===== src/rtl/spr_dma_pkg.sv =====
package spr_dma_pkg;
  typedef enum logic [1:0] {
    OP_IDLE   = 2'd0,
    OP_SRC_RD = 2'd1,
    OP_REG_WR = 2'd2
  } spr_op_e;

  localparam logic [15:0] SPR_REG_ADDR_DEF = 16'h2004;
endpackage


===== src/rtl/spr_xfer.sv =====
module spr_xfer
  import spr_dma_pkg::*;
#(
  parameter int ADDR_W = 16,
  parameter int DATA_W = 8,
  parameter int XFER_BYTES = 256,
  parameter logic [ADDR_W-1:0] REG_ADDR = SPR_REG_ADDR_DEF,
  localparam int LO_W = $clog2(XFER_BYTES),
  localparam int PAGE_W = ADDR_W - LO_W
) (
  input  logic              clk,
  input  logic              rst,
  input  logic              trig_i,
  input  logic [PAGE_W-1:0] page_i,
  input  logic              cyc_odd_i,
  input  logic              stall_i,
  input  logic [DATA_W-1:0] rdata_i,
  output logic              start_o,
  output logic              act_o,
  output logic              act_nxt_o,
  output logic              rd_o,
  output logic              wr_o,
  output logic [ADDR_W-1:0] addr_o,
  output logic [DATA_W-1:0] wdata_o
);
  localparam int XFER_CYC = 2 * XFER_BYTES;
  localparam int IDX_W = $clog2(XFER_CYC);
  localparam logic [IDX_W-1:0] IDX_LAST = IDX_W'(XFER_CYC - 1);

  logic              act_q;
  logic [1:0]        dead_q;
  logic [IDX_W-1:0]  idx_q;
  logic [LO_W-1:0]   lo_q;
  logic [PAGE_W-1:0] page_q;
  logic [DATA_W-1:0] hold_q;

  logic    step;
  logic    access;
  logic    last;
  spr_op_e op;

  always_comb begin
    step   = act_q && !stall_i;
    access = step && (dead_q == 2'd0);
    if (!access)       op = OP_IDLE;
    else if (idx_q[0]) op = OP_REG_WR;
    else               op = OP_SRC_RD;
    last      = access && (idx_q == IDX_LAST);
    start_o   = trig_i && !act_q;
    act_nxt_o = start_o || (act_q && !last);
  end

  assign act_o   = act_q;
  assign rd_o    = (op == OP_SRC_RD);
  assign wr_o    = (op == OP_REG_WR);
  assign addr_o  = (op == OP_REG_WR) ? REG_ADDR : {page_q, lo_q};
  assign wdata_o = hold_q;

  always_ff @(posedge clk) begin
    if (rst) begin
      act_q  <= 1'b0;
      dead_q <= 2'd0;
      idx_q  <= '0;
      lo_q   <= '0;
      page_q <= '0;
      hold_q <= '0;
    end else if (start_o) begin
      act_q  <= 1'b1;
      dead_q <= cyc_odd_i ? 2'd1 : 2'd2;
      idx_q  <= '0;
      lo_q   <= '0;
      page_q <= page_i;
    end else if (step) begin
      if (dead_q != 2'd0) begin
        dead_q <= dead_q - 2'd1;
      end else begin
        idx_q <= idx_q + 1'b1;
        if (op == OP_SRC_RD) begin
          hold_q <= rdata_i;
          lo_q   <= lo_q + 1'b1;
        end
        if (last) act_q <= 1'b0;
      end
    end
  end

  AST_STALL_FREEZE: assert property (@(posedge clk) disable iff (rst)
    (act_q && stall_i) |=> ($stable(idx_q) && $stable(lo_q) && $stable(hold_q)));
  AST_FIRST_CYCLE_IDLE: assert property (@(posedge clk) disable iff (rst)
    $rose(act_q) |-> (!rd_o && !wr_o));
endmodule


===== src/rtl/smp_fetch.sv =====
module smp_fetch #(
  parameter int ADDR_W = 16,
  parameter int DATA_W = 8,
  parameter int CNT_W = 4,
  parameter int LEN = 4,
  parameter int CHK = 2,
  parameter int EXT = 2
) (
  input  logic              clk,
  input  logic              rst,
  input  logic              start_i,
  input  logic [ADDR_W-1:0] addr_i,
  input  logic              frozen_i,
  input  logic [DATA_W-1:0] rdata_i,
  output logic              busy_o,
  output logic              busy_nxt_o,
  output logic              fetch_o,
  output logic              cnt3_o,
  output logic [ADDR_W-1:0] addr_o,
  output logic              done_o,
  output logic [DATA_W-1:0] data_o
);
  localparam logic [CNT_W-1:0] LEN_C = CNT_W'(LEN);
  localparam logic [CNT_W-1:0] CHK_C = CNT_W'(CHK);
  localparam logic [CNT_W-1:0] EXT_M1 = CNT_W'(EXT - 1);
  localparam logic [CNT_W-1:0] ONE_C = CNT_W'(1);
  localparam logic [CNT_W-1:0] THREE_C = CNT_W'(3);

  logic [CNT_W-1:0]  cnt_q, cnt_nxt;
  logic              ext_ok_q;
  logic [ADDR_W-1:0] addr_q;
  logic              done_q;
  logic [DATA_W-1:0] data_q;
  logic              accept, extend;

  always_comb begin
    busy_o  = (cnt_q != '0);
    fetch_o = (cnt_q == ONE_C);
    cnt3_o  = (cnt_q == THREE_C);
    accept  = start_i && !busy_o;
    extend  = busy_o && (cnt_q == CHK_C) && !frozen_i && ext_ok_q;
    if (accept)      cnt_nxt = LEN_C;
    else if (extend) cnt_nxt = cnt_q + EXT_M1;
    else if (busy_o) cnt_nxt = cnt_q - ONE_C;
    else             cnt_nxt = '0;
    busy_nxt_o = (cnt_nxt != '0);
  end

  assign addr_o = addr_q;
  assign done_o = done_q;
  assign data_o = data_q;

  always_ff @(posedge clk) begin
    if (rst) begin
      cnt_q    <= '0;
      ext_ok_q <= 1'b0;
      addr_q   <= '0;
      done_q   <= 1'b0;
      data_q   <= '0;
    end else begin
      cnt_q  <= cnt_nxt;
      done_q <= fetch_o;
      if (accept) begin
        addr_q   <= addr_i;
        ext_ok_q <= 1'b1;
      end else if (extend) begin
        ext_ok_q <= 1'b0;
      end
      if (fetch_o) data_q <= rdata_i;
    end
  end

  AST_SMP_DONE: assert property (@(posedge clk) disable iff (rst)
    fetch_o |=> done_o);
  AST_SMP_EXT_ONCE: assert property (@(posedge clk) disable iff (rst)
    (busy_o && !ext_ok_q) |=> (cnt_q == $past(cnt_q) - ONE_C));
endmodule


===== src/rtl/rdy_irq_ctl.sv =====
module rdy_irq_ctl (
  input  logic clk,
  input  logic rst,
  input  logic spr_start_i,
  input  logic act_nxt_i,
  input  logic cnt3_i,
  input  logic irq_line_i,
  output logic rdy_o,
  output logic hold_o,
  output logic irq_o
);
  logic rdy_q, hold_q, special_q, irq_q;

  always_ff @(posedge clk) begin
    if (rst) begin
      rdy_q     <= 1'b1;
      hold_q    <= 1'b0;
      special_q <= 1'b0;
      irq_q     <= 1'b0;
    end else begin
      rdy_q  <= !act_nxt_i;
      hold_q <= !rdy_q && !act_nxt_i;
      if (rdy_q && !hold_q) begin
        irq_q <= irq_line_i;
      end else if (special_q || cnt3_i) begin
        irq_q     <= irq_line_i;
        special_q <= 1'b0;
      end
      if (spr_start_i) special_q <= 1'b1;
    end
  end

  assign rdy_o  = rdy_q;
  assign hold_o = hold_q;
  assign irq_o  = irq_q;

  AST_HOLD_ON_RISE: assert property (@(posedge clk) disable iff (rst)
    $rose(rdy_q) |-> hold_q);
  AST_HOLD_ONE_CYCLE: assert property (@(posedge clk) disable iff (rst)
    hold_q |=> !hold_q);
  AST_NO_SAMPLE_HALTED: assert property (@(posedge clk) disable iff (rst)
    (!rdy_q && !special_q && !cnt3_i) |=> $stable(irq_q));
endmodule


===== src/rtl/spr_dma_engine.sv =====
module spr_dma_engine
  import spr_dma_pkg::*;
#(
  parameter int ADDR_W = 16,
  parameter int DATA_W = 8,
  parameter int XFER_BYTES = 256,
  parameter logic [ADDR_W-1:0] REG_ADDR = SPR_REG_ADDR_DEF,
  parameter int SMP_CNT_W = 4,
  parameter int SMP_LEN = 4,
  parameter int SMP_CHK = 2,
  parameter int SMP_EXT = 2,
  localparam int PAGE_W = ADDR_W - $clog2(XFER_BYTES)
) (
  input  logic              clk,
  input  logic              rst,
  input  logic              trig_i,
  input  logic [PAGE_W-1:0] trig_page_i,
  input  logic              cyc_odd_i,
  input  logic              cpu_frozen_i,
  input  logic              smp_start_i,
  input  logic [ADDR_W-1:0] smp_addr_i,
  input  logic              irq_line_i,
  input  logic [DATA_W-1:0] mem_rdata_i,
  output logic [ADDR_W-1:0] mem_addr_o,
  output logic              mem_rd_o,
  output logic              mem_wr_o,
  output logic [DATA_W-1:0] mem_wdata_o,
  output logic [DATA_W-1:0] smp_data_o,
  output logic              smp_done_o,
  output logic              cpu_rdy_o,
  output logic              irq_hold_o,
  output logic              cpu_irq_o
);
  logic              spr_start, spr_act, spr_nxt, spr_rd, spr_wr;
  logic [ADDR_W-1:0] spr_addr, smp_addr;
  logic              smp_busy, smp_nxt, smp_fetch, smp_cnt3;
  logic              realign_q;
  logic              stall;

  assign stall = smp_fetch || realign_q;

  always_ff @(posedge clk) begin
    if (rst) realign_q <= 1'b0;
    else     realign_q <= smp_fetch;
  end

  spr_xfer #(
    .ADDR_W(ADDR_W), .DATA_W(DATA_W), .XFER_BYTES(XFER_BYTES), .REG_ADDR(REG_ADDR)
  ) u_xfer (
    .clk(clk), .rst(rst), .trig_i(trig_i), .page_i(trig_page_i),
    .cyc_odd_i(cyc_odd_i), .stall_i(stall), .rdata_i(mem_rdata_i),
    .start_o(spr_start), .act_o(spr_act), .act_nxt_o(spr_nxt),
    .rd_o(spr_rd), .wr_o(spr_wr), .addr_o(spr_addr), .wdata_o(mem_wdata_o)
  );

  smp_fetch #(
    .ADDR_W(ADDR_W), .DATA_W(DATA_W), .CNT_W(SMP_CNT_W),
    .LEN(SMP_LEN), .CHK(SMP_CHK), .EXT(SMP_EXT)
  ) u_smp (
    .clk(clk), .rst(rst), .start_i(smp_start_i), .addr_i(smp_addr_i),
    .frozen_i(cpu_frozen_i), .rdata_i(mem_rdata_i),
    .busy_o(smp_busy), .busy_nxt_o(smp_nxt), .fetch_o(smp_fetch),
    .cnt3_o(smp_cnt3), .addr_o(smp_addr), .done_o(smp_done_o), .data_o(smp_data_o)
  );

  rdy_irq_ctl u_ctl (
    .clk(clk), .rst(rst), .spr_start_i(spr_start), .act_nxt_i(spr_nxt || smp_nxt),
    .cnt3_i(smp_cnt3), .irq_line_i(irq_line_i),
    .rdy_o(cpu_rdy_o), .hold_o(irq_hold_o), .irq_o(cpu_irq_o)
  );

  assign mem_rd_o   = spr_rd || smp_fetch;
  assign mem_wr_o   = spr_wr;
  assign mem_addr_o = smp_fetch ? smp_addr : spr_addr;

  AST_ONE_ACCESS: assert property (@(posedge clk) disable iff (rst)
    $onehot0({spr_rd, spr_wr, smp_fetch}));
  AST_RDY_LOW_BUSY: assert property (@(posedge clk) disable iff (rst)
    (spr_act || smp_busy) |-> !cpu_rdy_o);
endmodule


===== config.mk =====
export PLATFORM = sky130hd
export DESIGN_NAME = spr_dma_engine
export DESIGN_NICKNAME = d
export VERILOG_FILES = /design/src/rtl/spr_dma_pkg.sv /design/src/rtl/spr_xfer.sv /design/src/rtl/smp_fetch.sv /design/src/rtl/rdy_irq_ctl.sv /design/src/rtl/spr_dma_engine.sv
export SDC_FILE = /design/constraint.sdc
export NUM_CORES = 1
export LEC_CHECK = 0
export ABC_AREA = 1
export BUFFER_PORTS_ARGS = -buffer_cell sky130_fd_sc_hd__buf_2
export CAP_MARGIN = 20
export CORE_ASPECT_RATIO = 1.2
export CORE_MARGIN = 10
export CORE_UTILIZATION = 30
export DETAILED_ROUTE_END_ITERATION = 10
export GPL_ROUTABILITY_DRIVEN = 0
export MAX_ROUTING_LAYER = met4
export PLACE_DENSITY = 0.52
export SYNTH_ARGS = -nofsm -noshare
export SYNTH_HDL_FRONTEND = slang
export SYNTH_SLANG_ARGS = --single-unit

===== constraint.sdc =====
create_clock -name clk -period 1.7 [get_ports clk]
set_clock_uncertainty 0.1 [all_clocks]
set_input_delay 0.17 -clock clk [delete_from_list [all_inputs] [get_ports clk]]
set_output_delay 0.17 -clock clk [all_outputs]
set_load 0.01 [all_outputs]

==> results of run 1 <==
## timing repair
| action | 4_1_cts | 5_1_grt |
|---|---|---|
| pin swaps | 6 | 15 |
| cloned | 1 | 2 |
| buffers inserted | 4 | 13 |
| hold buffers | 10 | 0 |
| resized for setup | 28 | 44 |
| endpoints found under the hold margin | 10 | 0 |
| endpoints found under the setup margin | 22 | 50 |
## state kept, by name, summed over array words and instances, names as in the netlist
register	flops
u_smp.addr_o	16
u_xfer.idx_q	9
u_smp.data_o	8
u_xfer.lo_q	8
u_xfer.page_q	8
u_xfer.wdata_o	8
u_smp.cnt_q	4
u_xfer.dead_q	2
u_ctl.hold_o	1
u_ctl.irq_o	1
u_ctl.rdy_o	1
u_ctl.special_q	1
u_smp.done_o	1
u_smp.ext_ok_q	1
u_xfer.act_o	1
## layer usage
layer  vias up  GRT usage, %  part of all wire (%)  wire, microns
li1       1628             -                     -              -
met1      1453          14.1                    44           4170
met2        63          20.4                    50           4750
met3        15          2.32                   3.6            344
met4         0          5.58                   2.2            204
met5         -             -                     0              0
## cell usage after synthesis, types with 2 or more instances
| master | count |
|---|---|
| nor2_4 | 2 |
| ha_1 | 9 |
| dfxtp_1 | 70 |
| a21oi_1 | 45 |
| nor3_1 | 6 |
| nor2_2 | 2 |
| clkbuf_1 | 9 |
| nand3b_1 | 2 |
| nand4_1 | 5 |
| buf_1 | 2 |
| inv_1 | 47 |
| o21ai_0 | 44 |
| o22ai_1 | 14 |
| nand2_2 | 2 |
| buf_2 | 6 |
| nand2_1 | 83 |
| xor2_1 | 4 |
| nand3_1 | 11 |
| buf_6 | 2 |
| xnor2_1 | 2 |
| nor2_1 | 53 |
## worst reg2reg max path: stages, from the launching register on
cell       delay [ps]
dfxtp_2           330
inv_2              50
ha_4              170
nand2_8            70
buf_4             140
clkbuf_16         160
nand4_4           110
buf_8             170
buf_4             150
buf_4             130
nand2_1            50
a21oi_1            60
## worst min-delay path by stage
stage | from | endpoint | slack, ps | depth (start not counted)
2_1_floorplan | trig_page_i[0] | u_xfer.page_q[0]$_SDFFE_PP0P_ | 200 | 2
3_3_place_gp | trig_page_i[2] | u_xfer.page_q[2]$_SDFFE_PP0P_ | 300 | 3
3_5_place_dp | trig_page_i[1] | u_xfer.page_q[1]$_SDFFE_PP0P_ | 300 | 3
4_1_cts | mem_rdata_i[1] | u_xfer.wdata_o[1]$_SDFFE_PP0P_ | 0.7 | 3
5_1_grt | mem_rdata_i[0] | u_xfer.wdata_o[0]$_SDFFE_PP0P_ | 7 | 3
6_report | trig_page_i[2] | u_xfer.page_q[2]$_SDFFE_PP0P_ | -20 | 3
## cell type report
cell class              count  area share (%)
clock buffers              10            4.89
clock inverters             6            2.01
inverters                  48            3.96
multi-input cells         289            35.5
flip-flops and latches     70            30.2
well taps                 126            3.37
repair buffers            128            20.1
## cell families (layout without fill, tap and decap cells)
logic type	after synthesis	count (layout)	synth area share, %
buf+inv	68	192	9.02
compound gates	105	105	17.6
xor+xnor	6	6	1.68
flops	70	70	44.9
simple gates	169	169	23.2
fa+ha+maj	9	9	3.61
## cell usage in the layout (no fill, tap or decap), drive strengths merged
cell,instances
a21oi,46
a31oi,1
buf,116
bufinv,2
clkbuf,12
clkinv,2
clkinvlp,1
dfxtp,70
dlygate4sd3,10
ha,9
inv,49
nand2,85
nand3,11
nand3b,2
nand4,6
nor2,57
nor3,6
nor3b,1
o21ai,44
o22ai,14
or2,1
xnor2,2
xor2,4
## stage by stage
| stage | cell area [sq um] | setup TNS, ps | std cells |
|---|---|---|---|
| 3_3_place_gp | 3770 | -88.0 | 632 |
| 4_1_cts | 4380 | -3200 | 663 |
| 6_report | 4680 | -3270 | 677 |
| 5_1_grt | 4680 | -5700 | 677 |
| 2_1_floorplan | 3120 | 0 | 427 |
| 3_5_place_dp | 3770 | -90.5 | 632 |
## power by group through the flow
stage | registers (mW) | logic (mW) | clock network [mW]
detailed placement | 2.16 | 2.02 | 0
floorplan | 2.20 | 1.24 | 0
CTS | 2.14 | 2.19 | 2.06
global route | 2.18 | 2.95 | 2.14
finish | 2.14 | 2.67 | 2.03
global placement | 2.15 | 2.02 | 0
==> impl_results.md, run 1 <==
- Die ar.: 0.0149 sq mm
- H-tree Lvls: 3
- PnR worst setup slack: -217 ps
- R2r startpoint: u_smp.cnt_q[1]$_SDFF_PP0_
- RSZ-0062 raised after global routing: yes
- Antenna cells: 0
- Synth warnings: 0
- Fin nets: 594
- Yosys top cell by area: dfxtp_1
- Int Pwr: 4.47 mW
- Seq pwr share: 31.3%
- Via Count: 3159
- Library cells used by synthesis: 28
- Main synth FF type: dfxtp_1
- IO Port Bufs: 76
- Multi-input logic area: 0.00166 sq mm
- #FFs+latches synth: 70
- Post-layout utilization of the core: about 46%
- Vias in the first global route: roughly 3100
- Psw: 2.38 mW
- Post-route clock period utilization: 113%
- Fin. max-slew vios: 0
- Post-Syn Area: 0.00312 sq mm
- Synthesized area per cell: 7.31 sq um
- DR pass1 iterations: 4
- Area grow syn2layout: 50.0%
- Switching share of total power: a little over a third
- EDFF count, synth: 0
- Worst reg-to-reg path cell count: 11
- Place WS: -42.5 ps
- Critical path's slowest cell: dfxtp_2
- Row count: 40
- Leakage Power: 2.05 nW
- Overall power: a little under 7 mW
- Initial Util: 30.9%
- Worst slew pin tran: 431 ps
- IO Count: 77
- CTS clk-pin slew, worst paths: 60 ps
- Largest net degree at the start of global routing: 38
- FFs w/ async S/R, synth: 0%
- Gr ovfl total: 0
- Worst setup SP type: flip-flop
- Critical path buffers and inverters: 3
- R2R setup slack: -80 ps
- Final Hold Violating Endpoints: 1
- Post-synthesis sequential area ratio: 44.9%
- Main area contributors after synthesis: dfxtp_1 (45%), nand2_1 (10%), a21oi_1 (7.2%), o21ai_0 (7.1%), nor2_1 (6.4%)
- Die span in y: 132 microns
- Initial antenna violation count: 0
- WHS: -16.1 ps
- CTS Root Cell: clkbuf_16
- Peak supply drop: between 0.4 and 0.5 mV
- Register Area: 0.00141 sq mm
- Layout cells sized above 1: 33.2%
- Drt drc: 0
- Drt total wl: 9.47 mm
- Crit path DAT: 1650 ps
- Worst Setup EP: mem_addr_o[14]
- Failing checks: hold timing, setup timing
- Worst-Skew Late Latency: 340 ps
- Clock power share: 29.7%
- Fmax: between 500 and 600 MHz
- Required @ worst endpoint: 1430 ps
- Max cap viols: 0
- CP startpoint: u_smp.cnt_q[3]$_SDFF_PP0_
- Normalized max-slew margin: 71.3%
- DR vias/cell: 4.67
- Avg WL per Cell: around 14 microns
- CP delay by family, top: buffers and inverters
- Minimum clock period: 1920 ps
- Hold WC Path Type: input pin to flip-flop
- GR Util All Layers: 12.3%
- Crit-path max FO: 18
- Clock buffer count from CTS: 9
- Combinational share of power: 39.0%
- Share of the synthesized area in the top cell type: 44.9%
- Mapped Cells: 427
- First-pass GRT wire length: approximately 15 mm
- CP cell instances: nor2_4 -> nand2_8 -> buf_12 -> clkbuf_16 -> o22ai_1 -> buf_2
- ANT nets after route: 0
- CTS tree: done
- CP Capture Type: primary output
- Status: finished, violations left
- Net Count, Synth: approximately 480
- Detailed placer's ending HPWL: 6.49 mm
- # fillers: 1009
- Die W: 113 microns
- P per Cell Area: 1460 mW/mm^2
- DRT iter0 DRCs: 95
- Finish-stage setup viols: 31
- R2r endpoint: u_xfer.lo_q[1]$_SDFFE_PP0P_
- Max Buffers Root-to-Sink: 2
- CP Class: flip-flop to primary output
- Worst path max stage delay: about 340 ps
- WP depth: 6
- Core Box Area: ~0.01 sq mm
- Sink Count: 70
No activity file was read; power rests on OpenSTA's default activity.
==> inputs of run 2 (changes only) <==
==> constraint.sdc (replaced) <==
create_clock -name clk -period 1.7 [get_ports clk]
set_clock_uncertainty 0.1 [all_clocks]
set_input_delay 0.425 -clock clk [delete_from_list [all_inputs] [get_ports clk]]
set_output_delay 0.425 -clock clk [all_outputs]
set_load 0.01 [all_outputs]
==> run 2 against run 1 <==
- sequential share of layout area shrank 0.58 points
- non-clock buffer count is the same
- combinational power grew 11%
- critical path depth grew 3
- setup slack lost 200 ps
- largest cell class unchanged
- via count shrank 0.98%
- the run ends with setup timing left
- critical endpoint is now mem_addr_o[3]
- die area is the same
- clock power grew 7%
- largest power group unchanged
==> impl_results.md, run 2 (synthesis gave the netlist of run 1 again) <==
- Status: finished, violations left (unchanged)
- Failing checks: setup timing (was hold timing, setup timing)
- ANT nets after route: 0 (unchanged)
- DRT iter0 DRCs: 92 (was 95)
- R2r endpoint: u_ctl.hold_o$_SDFF_PP0_ (was u_xfer.lo_q[1]$_SDFFE_PP0P_)
- Worst slew pin tran: 379 ps (was 431 ps)
- Crit-path max FO: 6 (was 18)
- IO Count: 77 (unchanged)
- Finish-stage setup viols: 19 (was 31)
- Worst path max stage delay: 330 ps (was 340 ps)
- P per Cell Area: 1530 mW/mm^2 (was 1460 mW/mm^2)
- Minimum clock period: 2110 ps (was 1920 ps)
- DR vias/cell: 4.62 (was 4.67)
- Fmax: 473 MHz (was 522 MHz)
- Max cap viols: 0 (unchanged)
- Via Count: 3128 (was 3159)
- Initial Util: 30.9% (unchanged)
- Vias in the first global route: 3138 (was 3068)
- CTS Root Cell: clkbuf_16 (unchanged)
- Die span in y: 132 microns (unchanged)
- Worst reg-to-reg path cell count: 10 (was 11)
- CP Capture Type: primary output (unchanged)
- Final instance area: 0.00475 sq mm (was 0.00468 sq mm)
- Antenna cells: 0 (unchanged)
- CP dominant cell by count: buf_12
- Initial antenna violation count: 0 (unchanged)
- Clock buffer count from CTS: 9 (unchanged)
- Register Area: 0.00141 sq mm (about the same)
- Worst min-delay path startpoint: trig_page_i[5] (was trig_page_i[2])
- Overall power: 7.29 mW (was 6.85 mW)
- Crit path DAT: 1590 ps (was 1650 ps)
- Max reg flops: 16 (unchanged)
- CP cell instances: inv_2 -> ha_4 -> nand2_4 -> nand3_4 -> nor2_4 -> buf_12 -> buf_12 -> o22ai_1 -> buf_2 (was nor2_4 -> nand2_8 -> buf_12 -> clkbuf_16 -> o22ai_1 -> buf_2)
- H-tree Lvls: 3 (unchanged)
- IO Port Bufs: 76 (unchanged)
- Die W: 113 microns (unchanged)
- CTS tree: done (unchanged)
- Drt total wl: 9.17 mm (was 9.47 mm)
- Hold WC Path Type: input pin to flip-flop (unchanged)
- Leakage Power: 2.07 nW (was 2.05 nW)
- DR pass1 iterations: 4 (unchanged)
- Final Hold Violating Endpoints: 0 (was 1)
- Peak supply drop: 0.689 mV (was 0.497 mV)
- Post-route clock period utilization: 124% (was 113%)
- Hold Path Depth: 3 (unchanged)
- Row count: 40 (unchanged)
- CTS clk-pin slew, worst paths: 50 ps (was 60 ps)
- First-pass GRT wire length: 14.9 mm (was 15.0 mm)
- RSZ-0062 raised after global routing: yes (unchanged)
- Drt drc: 0 (unchanged)
- Die ar.: 0.0149 sq mm (unchanged)
- Multi-input logic area: 0.00172 sq mm (was 0.00166 sq mm)
- Worst setup SP type: flip-flop (unchanged)
- PnR worst setup slack: -413 ps (was -217 ps)
- Critical path buffers and inverters: 4 (was 3)
- Worst-Skew Late Latency: 330 ps (was 340 ps)
- Largest net degree at the start of global routing: 34 (was 38)
- GR Util All Layers: 12.5% (was 12.3%)
- Worst Hold End: u_xfer.page_q[5]$_SDFFE_PP0P_ (was u_xfer.page_q[2]$_SDFFE_PP0P_)
- R2R setup slack: 0 ps (was -80 ps)
- Area after DPL: 0.00412 sq mm (was 0.00377 sq mm)
- Required @ worst endpoint: 1170 ps (was 1430 ps)
- Normalized max-slew margin: 74.7% (was 71.3%)
- Core Box Area: 0.0101 sq mm (unchanged)
- Detailed placer's ending HPWL: 6.87 mm (was 6.49 mm)
- Most frequent cells in the layout: nand2_1 (80), dfxtp_1 (68), buf_2 (66) (was nand2_1 (79), buf_2 (73), dfxtp_1 (63))
- Layout cells sized above 1: 33.9% (was 33.2%)
- Max Buffers Root-to-Sink: 2 (unchanged)
- Sink Count: 70 (unchanged)
- WHS: 219 ps (was -16.1 ps)
- Post-CTS Hold Fix Bufs: 0 (was 10)
- Avg WL per Cell: 13.5 microns (was 14.0 microns)
- Commonest non-fill, non-tap cell in the layout: nand2_1 (unchanged)
- Fin nets: 594 (unchanged)
- CP delay by family, top: buffers and inverters (unchanged)
- Area grow syn2layout: 52.2% (was 50.0%)
- CP Class: flip-flop to primary output (unchanged)
- # fillers: 1014 (was 1009)
- Gr ovfl total: 0 (unchanged)
- R2r startpoint: u_xfer.idx_q[0]$_SDFFE_PP0N_ (was u_smp.cnt_q[1]$_SDFF_PP0_)
- Fin. max-slew vios: 0 (unchanged)
- Critical path's slowest cell: dfxtp_2 (unchanged)
run 2: changes by cell type in the layout (fill, tap and decap cells not counted), sizes merged:
cell | before | now
clkbuf | 12 | 11
clkinv | 2 | 1
bufinv | 2 | 3
dlygate4sd3 | 10 | 0
buf | 116 | 128
inv | 49 | 48
run 2: how the worst max path moves through the flow:
stage	from	endpoint	slack (ps)	depth (start not counted)
after floorplan	u_smp.cnt_q[1]$_SDFF_PP0_	mem_addr_o[10]	-10	7
after global placement	u_smp.cnt_q[1]$_SDFF_PP0_	mem_addr_o[1]	-90	9
after detailed placement	u_smp.cnt_q[1]$_SDFF_PP0_	mem_addr_o[3]	-120	9
after CTS	u_smp.cnt_q[1]$_SDFF_PP0_	mem_addr_o[3]	-430	9
after global routing	u_smp.cnt_q[1]$_SDFF_PP0_	mem_addr_o[0]	-500	9
final	u_smp.cnt_q[1]$_SDFF_PP0_	mem_addr_o[3]	-410	9
run 2: timing repair:
action | CTS | global route
gates resized for setup | 17 | 45
setup endpoints to repair | 50 | 53
cloned | 0 | 0
buffers inserted | 0 | 8
pin swaps | 4 | 7
run 2: where the power goes:
group,internal [mW],switching [mW],total (mW)
Clock,1.48,0.709,2.18
Sequential,1.98,0.156,2.14
Combinational,1.34,1.62,2.97
run 2: layout make-up:
cell class | count | area share, %
clock inverters | 5 | 2.24
clock buffers | 11 | 5.11
flip-flops and latches | 70 | 29.6
inverters | 48 | 3.90
repair buffers | 128 | 19.6
multi-input cells | 289 | 36.2
well taps | 126 | 3.32
run 2: per-stage QoR:
step	setup slack, ps	TNS, ps	util [%]	cells
floorplan	-11.1	-43.0	-	427
global route	-499	-8850	47.0	677
detailed placement	-122	-3650	40.7	653
global placement	-93.1	-2350	40.7	653
CTS	-431	-7260	45.0	669
finish	-413	-6810	47.0	677
run 2: worst register-to-register path: stages (launching register included):
cell and delay (ps):
dfxtp_1 340, ha_1 170, nand4_1 170, nor3_2 170, ha_1 190, nand4_1 100, nand2_1 100, nand2_1 60
nor2_1 90, nand2_1 80, nor2_1 80
run 2: routing by layer:
metal / vias up / GRT usage (%) / share of wire [%]
met5: - / - / 0
met1: 1420 / 14.4 / 44
met3: 10 / 3.87 / 5.4
met4: 0 / 5.51 / 1.7
met2: 61 / 19.3 / 49
li1: 1637 / - / -
==> inputs of run 3 (changes only) <==
--- a/config.mk
+++ b/config.mk
@@ -5,7 +5,6 @@
 export SDC_FILE = /design/constraint.sdc
 export NUM_CORES = 1
 export LEC_CHECK = 0
-export ABC_AREA = 1
 export BUFFER_PORTS_ARGS = -buffer_cell sky130_fd_sc_hd__buf_2
 export CAP_MARGIN = 20
 export CORE_ASPECT_RATIO = 1.2
==> run 3 against run 2 <==
- combinational power up 5%
- sequential power down 3%
- the run still ends with setup timing left
- clock power down 15%
==> impl_results.md, run 3 <==
- Status: finished, violations left (unchanged)
- Failing checks: setup timing (unchanged)
- Clock power share: 26.3% (was 30.0%)
- DR vias/cell: 4.89 (was 4.62)
- Switching share of total power: 35.2% (was 34.2%)
- Core Box Area: 0.0101 sq mm (about the same)
- Worst-Skew Late Latency: 330 ps (about the same)
- Synthesized area per cell: 7.72 sq um (was 7.31 sq um)
- Most frequent cells after synthesis: nand2_1 (122), dfxtp_1 (70), a21oi_1 (53), nor2_1 (22), clkbuf_1 (21) (was nand2_1 (83), dfxtp_1 (70), nor2_1 (53), inv_1 (47), a21oi_1 (45))
- DRT iter0 DRCs: 108 (was 92)
- Worst slew pin tran: 525 ps (was 379 ps)
- Main synth FF type: dfxtp_1 (unchanged)
- Post-synthesis sequential area ratio: 45.1% (was 44.9%)
- CP Capture Type: primary output (unchanged)
- Fin. max-slew vios: 0 (unchanged)
- FFs w/ async S/R, synth: 0% (unchanged)
- Fin nets: 568 (was 594)
- Hold WC Path Type: input pin to flip-flop (unchanged)
- Die W: 113 microns (about the same)
- Count leader, synth: nand2_1 (unchanged)
- Final instance area: 0.00492 sq mm (was 0.00475 sq mm)
- Setup_tns: -13450 ps (was -6810 ps)
- ANT nets after route: 0 (unchanged)
- RSZ-0062 raised after global routing: yes (unchanged)
- GR Util All Layers: 13.5% (was 12.5%)
- DR pass1 iterations: 4 (unchanged)
- Avg WL per Cell: 15.9 microns (was 13.5 microns)
- Share of the synthesized area in the top cell type: 45.1% (was 44.9%)
- Detailed placer's ending HPWL: 7.29 mm (was 6.87 mm)
- Net Count, Synth: 451 (was 475)
- CP Class: flip-flop to primary output (unchanged)
- Place WS: -344 ps (was -122 ps)
- PnR worst setup slack: -614 ps (was -413 ps)
- Peak supply drop: 0.784 mV (was 0.689 mV)
- Initial antenna violation count: 0 (unchanged)
- CTS Root Cell: clkbuf_16 (unchanged)
- Crit-path max FO: 8 (was 6)
- Fin cells: 650 (was 677)
- Commonest non-fill, non-tap cell in the layout: nand2_1 (unchanged)
- H-tree Lvls: 3 (unchanged)
- Area after DPL: 0.00410 sq mm (was 0.00412 sq mm)
- Psw: 2.48 mW (was 2.49 mW)
- Yosys top cell by area: dfxtp_1 (unchanged)
- Combinational share of power: 44.4% (was 40.7%)
- Largest net degree at the start of global routing: 35 (was 34)
- Layout cells sized above 1: 43.1% (was 33.9%)
- Antenna cells: 0 (unchanged)
- Row count: 40 (unchanged)
- First-pass GRT wire length: 16.1 mm (was 14.9 mm)
- Via Count: 3176 (was 3128)
- Post-Syn Area: 0.00311 sq mm (was 0.00312 sq mm)
- Seq pwr share: 29.3% (about the same)
- Post-route clock period utilization: 136% (was 124%)
- Most frequent cells in the layout: nand2_1 (103), buf_2 (67), dfxtp_1 (67) (was nand2_1 (80), dfxtp_1 (68), buf_2 (66))
- Initial Util: 30.9% (about the same)
- Final Hold Violating Endpoints: 0 (unchanged)
- CTS clk-pin slew, worst paths: 50 ps (about the same)
- Sink Count: 70 (unchanged)
- Max cap viols: 0 (unchanged)
- P per Cell Area: 1430 mW/mm^2 (was 1530 mW/mm^2)
- Crit path DAT: 1790 ps (was 1590 ps)
- Die span in y: 132 microns (about the same)
- #FFs+latches synth: 70 (unchanged)
- Int Pwr: 4.57 mW (was 4.80 mW)
- Drt drc: 0 (unchanged)
- Normalized max-slew margin: 64.9% (was 74.7%)
- Max Buffers Root-to-Sink: 2 (unchanged)
- Fmax: 432 MHz (was 473 MHz)
- Gr ovfl total: 0 (unchanged)
- Main area contributors after synthesis: dfxtp_1 (45%), nand2_1 (15%), a21oi_1 (8.5%), ha_1 (3.6%), o21ai_0 (2.9%) (was dfxtp_1 (45%), nand2_1 (10%), a21oi_1 (7.2%), o21ai_0 (7.1%), nor2_1 (6.4%))
- Vias in the first global route: 3104 (was 3138)
- Drt total wl: 10.4 mm (was 9.17 mm)
- Dpl cells: 624 (was 653)
- Library cells used by synthesis: 43 (was 28)
- EDFF count, synth: 0 (unchanged)
- Max reg flops: 16 (unchanged)
- CTS tree: done (unchanged)
- Post-CTS Hold Fix Bufs: 0 (unchanged)
- Clock buffer count from CTS: 9 (unchanged)
- Die ar.: 0.0149 sq mm (about the same)
- Synth warnings: 0 (unchanged)
- IO Port Bufs: 76 (unchanged)
- Leakage Power: 2.00 nW (was 2.07 nW)
- Mapped Cells: 403 (was 427)
- Area grow syn2layout: 58.3% (was 52.2%)
- Worst setup SP type: flip-flop (unchanged)
- Finish-stage setup viols: 37 (was 19)
- IO Count: 77 (unchanged)
- Required @ worst endpoint: 1170 ps (about the same)
- Minimum clock period: 2310 ps (was 2110 ps)
[run 3: layout make-up]
cell class | instances | area, sq um
clock buffer | 12 | 246
clock inverter | 3 | 43.8
fill | 987 | 5130
inverter | 10 | 50.0
multi-input combinational | 299 | 2030
sequential | 70 | 1410
tap | 126 | 158
timing repair buffer | 130 | 988
[run 3: worst paths after layout]
check / startpoint / to / slack [ps] / depth (start not counted)
setup / recovery: u_smp.cnt_q[1]$_SDFF_PP0_ / mem_addr_o[14] / -610 / 8
hold / removal: smp_addr_i[1] / u_smp.addr_o[1]$_SDFFE_PP0P_ / 230 / 3
setup reg to reg: u_smp.cnt_q[0]$_SDFF_PP0_ / u_smp.cnt_q[2]$_SDFF_PP0_ / -370 / 7
hold reg to reg: u_smp.data_o[3]$_SDFFE_PP0P_ / u_smp.data_o[3]$_SDFFE_PP0P_ / 350 / 2
[run 3: power groups by stage]
stage | Clock [mW] | Combinational (mW) | Sequential, mW
after global placement | 0 | 2.35 | 2.08
final | 1.85 | 3.13 | 2.07
after global routing | 1.97 | 3.40 | 2.10
after floorplan | 0 | 1.50 | 2.08
after CTS | 1.89 | 2.69 | 2.05
after detailed placement | 0 | 2.36 | 2.09
[run 3: critical path: stages (launching register included)]
cell,delay (ps)
dfxtp_2,320
inv_2,70
ha_4,120
or3b_4,400
nand3_4,100
inv_8,60
buf_12,150
o21ai_4,120
buf_6,120
[run 3: per-stage QoR]
stage | util, % | power, mW | hold slack [ps]
2_1_floorplan | - | 3.59 | 337
3_3_place_gp | 40.7 | 4.42 | 341
3_5_place_dp | 40.7 | 4.45 | 344
4_1_cts | 45.8 | 6.63 | 219
5_1_grt | 49.0 | 7.47 | 232
6_report | 49.0 | 7.05 | 228
[run 3: cell families (layout without fill, tap and decap cells)]
family / count (synthesis) / after routing / share of synthesized area [%]
fa+ha+maj: 9 / 9 / 3.62
compound gates: 86 / 86 / 15.3
mux: 6 / 6 / 1.93
simple gates: 190 / 190 / 27.4
flops: 70 / 70 / 45.1
xor+xnor: 8 / 8 / 2.25
buf+inv: 34 / 155 / 4.42
[run 3: repair_timing]
item                                    4_1_cts  5_1_grt
setup buffers                                 9        4
gates cloned                                  1        2
pin swaps                                    11       26
gates resized for setup                      34       67
endpoints found under the setup margin       51       70
[run 3: metal layers]
layer / vias up / share of wire [%] / global-route usage, % / routed length [microns]
li1: 1593 / - / - / -
met5: - / 0 / - / 0
met4: 0 / 1.5 / 5.44 / 151
met2: 67 / 50 / 22.1 / 5190
met1: 1503 / 44 / 15.6 / 4600
met3: 13 / 4.1 / 3.10 / 420
